`config.mk`:
```
export PLATFORM = sky130hd
export DESIGN_NAME = freq_code_tuner
export DESIGN_NICKNAME = d
export VERILOG_FILES = /design/src/rtl/tuner_pkg.sv /design/src/rtl/ref_edge_sync.sv /design/src/rtl/period_meter.sv /design/src/rtl/code_stepper.sv /design/src/rtl/freq_code_tuner.sv
export SDC_FILE = /design/constraint.sdc
export NUM_CORES = 1
export LEC_CHECK = 0
export ABC_AREA = 1
export CAP_MARGIN = 20
export CORE_MARGIN = 10
export CORE_UTILIZATION = 35
export CTS_CLUSTER_SIZE = 8
export DETAILED_ROUTE_END_ITERATION = 8
export PLACE_DENSITY = 0.54
export SYNTH_ARGS = -nofsm -noshare
export SYNTH_HDL_FRONTEND = slang
export SYNTH_SLANG_ARGS = --single-unit
```
`constraint.sdc`:
```
create_clock -name clk -period 10.4 [get_ports clk]
set_input_delay 3.12 -clock clk [delete_from_list [all_inputs] [get_ports clk]]
set_output_delay 3.12 -clock clk [all_outputs]
set_load 0.01 [all_outputs]
```
`src/rtl/tuner_pkg.sv`:
```
// Package shared by the oscillator code tuner.
// Holds the step decision type that passes from the decision logic to the code register.
package tuner_pkg;
    typedef enum logic [1:0] {
        STEP_HOLD = 2'd0,
        STEP_UP   = 2'd1,
        STEP_DOWN = 2'd2
    } step_e;
endpackage

```
`src/rtl/ref_edge_sync.sv`:
```
// Synchronizes an asynchronous slow clock into clk and flags each rising edge.
// Assumption: the input stays high and low for several clk periods each.
module ref_edge_sync #(
    parameter int STAGES = 2
) (
    input  logic clk,
    input  logic rst_n,
    input  logic async_in,
    output logic rise
);
    localparam int LAST = STAGES;

    logic [LAST:0] shreg;

    // Shift the async input through the synchronizer stages and one history flop.
    always_ff @(posedge clk) begin
        if (!rst_n) shreg <= '0;
        else        shreg <= {shreg[LAST-1:0], async_in};
    end

    // A rising edge shows as the newest synced bit high while the history bit is low.
    always_comb rise = shreg[LAST-1] & ~shreg[LAST];
endmodule

```
`src/rtl/period_meter.sv`:
```
// Free-running cycle counter with a sample register.
// delta is the modulo-2^CNT_W count since the last sample. It is valid in the cycle in which capture is asserted.
// Assumption: clear and capture are never high together. The caller gives clear priority.
module period_meter #(
    parameter int CNT_W = 16
) (
    input  logic             clk,
    input  logic             rst_n,
    input  logic             clear,
    input  logic             capture,
    output logic [CNT_W-1:0] delta
);
    logic [CNT_W-1:0] cnt_q;
    logic [CNT_W-1:0] prev_q;

    // Count every clock. The counter is never cleared.
    always_ff @(posedge clk) begin
        if (!rst_n) cnt_q <= '0;
        else        cnt_q <= cnt_q + 1'b1;
    end

    // Zero the previous sample on clear, and take a new sample on capture.
    always_ff @(posedge clk) begin
        if (!rst_n)       prev_q <= '0;
        else if (clear)   prev_q <= '0;
        else if (capture) prev_q <= cnt_q;
    end

    // Measurement is the wrapped difference between the counter and the last sample.
    always_comb delta = cnt_q - prev_q;
endmodule

```
`src/rtl/code_stepper.sv`:
```
// Control word register: a coarse range field above a fine code.
// The fine code steps by one and wraps. The wrap carries into, or borrows from, a range field that saturates.
module code_stepper
    import tuner_pkg::*;
#(
    parameter int RANGE_W = 4,
    parameter int FINE_W  = 8,
    parameter logic [RANGE_W+FINE_W-1:0] INIT_WORD = '0
) (
    input  logic                      clk,
    input  logic                      rst_n,
    input  step_e                     step,
    output logic [RANGE_W+FINE_W-1:0] word
);
    localparam logic [RANGE_W-1:0] RANGE_MAX = {RANGE_W{1'b1}};
    localparam logic [FINE_W-1:0]  FINE_MAX  = {FINE_W{1'b1}};

    logic [RANGE_W-1:0] range_q;
    logic [FINE_W-1:0]  fine_q;

    // Apply one step to the fine code, with a saturating carry or borrow into the range field.
    always_ff @(posedge clk) begin
        if (!rst_n) begin
            {range_q, fine_q} <= INIT_WORD;
        end else begin
            case (step)
                STEP_UP: begin
                    fine_q <= fine_q + 1'b1;
                    if (fine_q == FINE_MAX && range_q != RANGE_MAX) range_q <= range_q + 1'b1;
                end
                STEP_DOWN: begin
                    fine_q <= fine_q - 1'b1;
                    if (fine_q == '0 && range_q != '0) range_q <= range_q - 1'b1;
                end
                default: ;
            endcase
        end
    end

    // Present the fields as a single word, range on top.
    always_comb word = {range_q, fine_q};
endmodule

```
`src/rtl/freq_code_tuner.sv`:
```
// Top level of the oscillator code tuner. clk is the oscillator being tuned.
// On every synced reference rising edge during a run, it compares the measured cycle count with the target and steps the control word.
// It stops on the first exact match.
// Assumption: start is a single-cycle pulse that is synchronous to clk.
module freq_code_tuner
    import tuner_pkg::*;
#(
    parameter int RANGE_W = 4,
    parameter int FINE_W  = 8,
    parameter int CNT_W   = 16,
    parameter int SYNC_STAGES = 2,
    parameter logic [RANGE_W+FINE_W-1:0] INIT_WORD = 12'h005
) (
    input  logic                      clk,
    input  logic                      rst_n,
    input  logic                      start,
    input  logic                      ref_clk,
    input  logic [CNT_W-1:0]          target_delta,
    output logic [RANGE_W+FINE_W-1:0] ctrl_word,
    output logic                      locked
);
    logic             ref_rise;
    logic             active_q;
    logic             measure;
    logic [CNT_W-1:0] delta;
    step_e            step;

    ref_edge_sync #(.STAGES(SYNC_STAGES)) u_sync (
        .clk(clk), .rst_n(rst_n), .async_in(ref_clk), .rise(ref_rise)
    );

    // A measurement is taken only on a reference edge during a run, and never in a start cycle.
    always_comb measure = active_q & ref_rise & ~start;

    period_meter #(.CNT_W(CNT_W)) u_meter (
        .clk(clk), .rst_n(rst_n), .clear(start), .capture(measure), .delta(delta)
    );

    // Pick the step direction from the comparison of the measurement with the target.
    always_comb begin
        step = STEP_HOLD;
        if (measure) begin
            if (delta > target_delta)      step = STEP_DOWN;
            else if (delta < target_delta) step = STEP_UP;
        end
    end

    code_stepper #(.RANGE_W(RANGE_W), .FINE_W(FINE_W), .INIT_WORD(INIT_WORD)) u_code (
        .clk(clk), .rst_n(rst_n), .step(step), .word(ctrl_word)
    );

    // Run and lock state: start opens a run, and an exact match closes it with lock.
    always_ff @(posedge clk) begin
        if (!rst_n) begin
            active_q <= 1'b0;
            locked   <= 1'b0;
        end else if (start) begin
            active_q <= 1'b1;
            locked   <= 1'b0;
        end else if (measure && delta == target_delta) begin
            active_q <= 1'b0;
            locked   <= 1'b1;
        end
    end
endmodule

```
==> run_results.csv <==
group,metric,value,unit
run_status,status,"complete, no violations",
worst_setup_path,crit_path_start,"start",
worst_setup_path,max_stage_delay,0.67,ns
logic_synthesis,avgSynthCellArea,6.70,sq um
sta,finalHoldViolCount,0,
sta,clock_skew,0.00803,ns
worst_setup_path,critical-path-slowest-cell,"nand3_1",
power_and_ir_drop,p_leak,2.15,nW
worst_setup_path,cp-end-kind,"register",
clocking,cts_buffers,5,
logic_synthesis,synth_top_flop_cell,"dfxtp_1",
sta,slew_headroom,34.3,%
layout,multi_input_area,2300,sq um
floorplan,die_w,123,um
clocking,cts.path.max_buffers,2,
placement,dp.final_hpwl,6.36,mm
worst_setup_path,cp-start-kind,"input port",
sta,finalMaxSlewViolations,0,
clocking,root_buffer,"clkbuf_8",
grt,grt_antenna_before_repair,0,
worst_setup_path,crit_end,"u_code.fine_q[6]",
worst_setup_path,r2r-start,"u_meter.cnt_q[0]",
routing,drc,0,
logic_synthesis,synth_seq_cells,49,
floorplan,fp.dieArea,15100,sq um
logic_synthesis,synth_enable_flop_cells,0,
layout,fillers,1118,
worst_setup_path,path_max_fanout,30,
routing,drt_wl_total,7.91,mm
sta,worst_pin_slew,0.983,ns
layout,syn2layout_area_growth,15.2,%
layout,fin_nets,652,
sta,post-route-period-util,61.5,%
clocking,cts_tree,"built",
routing,drt_iter0_drc,148,
clocking,ctsResizeCount,0,
placement,place.gp.congestion,0.803,
sta,tns,0,ns
clocking,cts.clk_slew.worst_paths,0.09,ns
logic_synthesis,async_flop_share,0,%
sta,rsz0062_at_grt,"false",
floorplan,start_util,36.0,%
job,drv_cap,0,
worst_setup_path,worstSetupPathType,"input port to register",
floorplan,fp.coreArea,10300,sq um
worst_setup_path,reg2reg_depth,28,
sta,max_freq,156,MHz
logic_synthesis,synth_area,3720,sq um
worst_setup_path,crit_required,10.61,ns
logic_synthesis,ys_types,40,
logic_synthesis,yosys_warnings,0,
grt,grt_max_degree,31,
placement,place_ws,3.65,ns
clocking,clock_latency,0.31,ns
clocking,clock_sinks,49,
sta,setup_ws,4.01,ns
routing,ant_nets,0,
worst_setup_path,cp_common_cell,"nor2_1",
worst_setup_path,critical_path_depth,16,
grt,overflow,0,
min_path,min-delay-start,"u_sync.shreg[1]",
worst_setup_path,crit_chain,"clkdlybuf4s50_1, nor2_1, nand3_1, nor2_1, nand2_1, inv_1, ha_1, inv_1, fa_1, nand3b_1, nand2_1, nand3_1, nand3_1, nand2_1, nor2_1, nor2_1",
routing,vias,3233,
layout,n_antenna_cell,0,
routing,first_pass_iters,4,
worst_setup_path,cp.arrival,6.60,ns
sta,setup_viol,0,
power_and_ir_drop,ir_drop,0.0000470,V
clocking,cts_setup_buffers,0,
worst_setup_path,reg2reg_slack,5.78,ns
logic_synthesis,synthCells,555,
floorplan,core.rowCount,37,
floorplan,die_y,123,um
worst_setup_path,r2r-end,"u_code.fine_q[6]",
logic_synthesis,ys_seq_area_share,26.4,%
worst_setup_path,cp_top_family,"simple AND/OR/NAND/NOR gates",
layout,drive_gt1_share,6.12,%
routing,viasPerCell,4.47,
clocking,cts_hold_buf,0,
grt,grt_pass1_vias,3079,
worst_setup_path,critPathBufInv,3,
min_path,hp-class,"register to register",
grt,grt_pass1_wl,14.1,mm
power_and_ir_drop,power-per-cell-area,96.1,nW/um^2
routing,post_drt_wl_per_cell,10.9,um
grt,grt_usage,11.2,%
sta,period_needed,6.39,ns
placement,port-buffer-count,32,
clocking,h-tree-depth,2,
floorplan,io-pin-count,33,
sta,fin_hold_ws,0.427,ns
logic_synthesis,synth_nets,620,
layout,regArea,981,sq um
## report_power, final
| group | internal [mW] | total, mW | switching, mW |
|---|---|---|---|
| Sequential | 0.191 | 0.194 | 0.00354 |
| Clock | 0.0782 | 0.143 | 0.0644 |
| Combinational | 0.0334 | 0.0748 | 0.0413 |
## how the worst min path moves through the flow
stage,to,cells past startpoint
floorplan,u_sync.shreg[1],2
global placement,u_sync.shreg[1],2
detailed placement,u_sync.shreg[1],2
CTS,u_sync.shreg[1],2
global route,u_sync.shreg[1],2
finish,u_sync.shreg[2],2
## tightest hold or removal path, cell delays in order, from the launching register on
cell,delay (ns)
dfxtp_1,0.32
nand2_1,0.05
inv_1,0.03
## layer usage
layer / share of wire [%] / GRT usage, % / up-vias
li1: - / - / 1821
met1: 48 / 13.7 / 1364
met2: 45 / 18.7 / 39
met3: 5.5 / 3.01 / 9
met4: 1.2 / 3.28 / 0
met5: 0 / 0 / -
## per-stage QoR
step                power [mW]  instance area [sq um]  std cells  util, %
floorplan                0.252                   3720        555        -
global placement         0.273                   4160        716     40.3
detailed placement       0.275                   4160        716     40.3
CTS                      0.420                   4280        724     41.5
global route             0.440                   4280        724     41.5
finish                   0.412                   4280        724     41.5
## cell type report
| cell class | instances | share of cell area [%] |
|---|---|---|
| multi-input cells | 397 | 53.8 |
| well taps | 136 | 3.97 |
| clock inverters | 2 | 0.876 |
| flip-flops and latches | 49 | 22.9 |
| clock buffers | 6 | 1.93 |
| inverters | 101 | 8.85 |
| repair buffers | 33 | 7.65 |
## logic make-up (layout without fill, tap and decap cells)
family,Yosys count,count (layout),synth area share [%]
buffers and inverters,109,142,11.6
flip-flops,49,49,26.4
AO/OA/AOI/OAI,98,98,14.1
adder cells (fa/ha/maj),45,45,15.7
AND/OR/NAND/NOR,240,240,28.8
XOR/XNOR,14,14,3.30
## cell usage after synthesis (2+ instances only)
| cell type | n | area [sq um] |
|---|---|---|
| xnor2_1 | 6 | 52.6 |
| nand4_1 | 4 | 25.0 |
| nor2_4 | 4 | 45.0 |
| o21ai_2 | 2 | 17.5 |
| inv_1 | 96 | 360 |
| nand2_2 | 7 | 43.8 |
| buf_2 | 5 | 25.0 |
| o211ai_1 | 2 | 15.0 |
| a31oi_1 | 2 | 12.5 |
| and2_1 | 2 | 12.5 |
| nand2_1 | 119 | 447 |
| fa_1 | 3 | 60.1 |
| nand3_1 | 23 | 115 |
| nand3_2 | 2 | 20.0 |
| o21ai_0 | 22 | 110 |
| nor2_1 | 66 | 248 |
| ha_1 | 42 | 526 |
| o21ai_1 | 12 | 60.1 |
| xor2_1 | 8 | 70.1 |
| o21bai_1 | 4 | 30.0 |
| nor3_2 | 3 | 30.0 |
| inv_2 | 4 | 15.0 |
| nor2_2 | 2 | 12.5 |
| dfxtp_1 | 49 | 981 |
| a21oi_1 | 50 | 250 |
| a21o_1 | 2 | 15.0 |
## flip-flops by register name (all words and copies together), names as in the netlist
register	cells
u_code.fine_q	8
active_q	1
u_meter.prev_q	16
locked	1
u_code.range_q	4
u_meter.cnt_q	16
u_sync.shreg	3
## layout by cell type (no fill, tap or decap), types with 3 or more instances in the layout
master / instances
o21bai_1: 4
nand2_1: 119
nand3_1: 23
nand2_2: 7
ha_1: 42
nor2_1: 66
nand4_1: 4
nor3_2: 3
o21ai_1: 12
o21ai_0: 22
inv_1: 96
fa_1: 3
clkbuf_8: 6
xnor2_1: 6
inv_2: 4
dfxtp_1: 49
nor2_4: 4
xor2_1: 8
a21oi_1: 50
clkdlybuf4s50_1: 32
No activity file was read; power rests on OpenSTA's default activity.
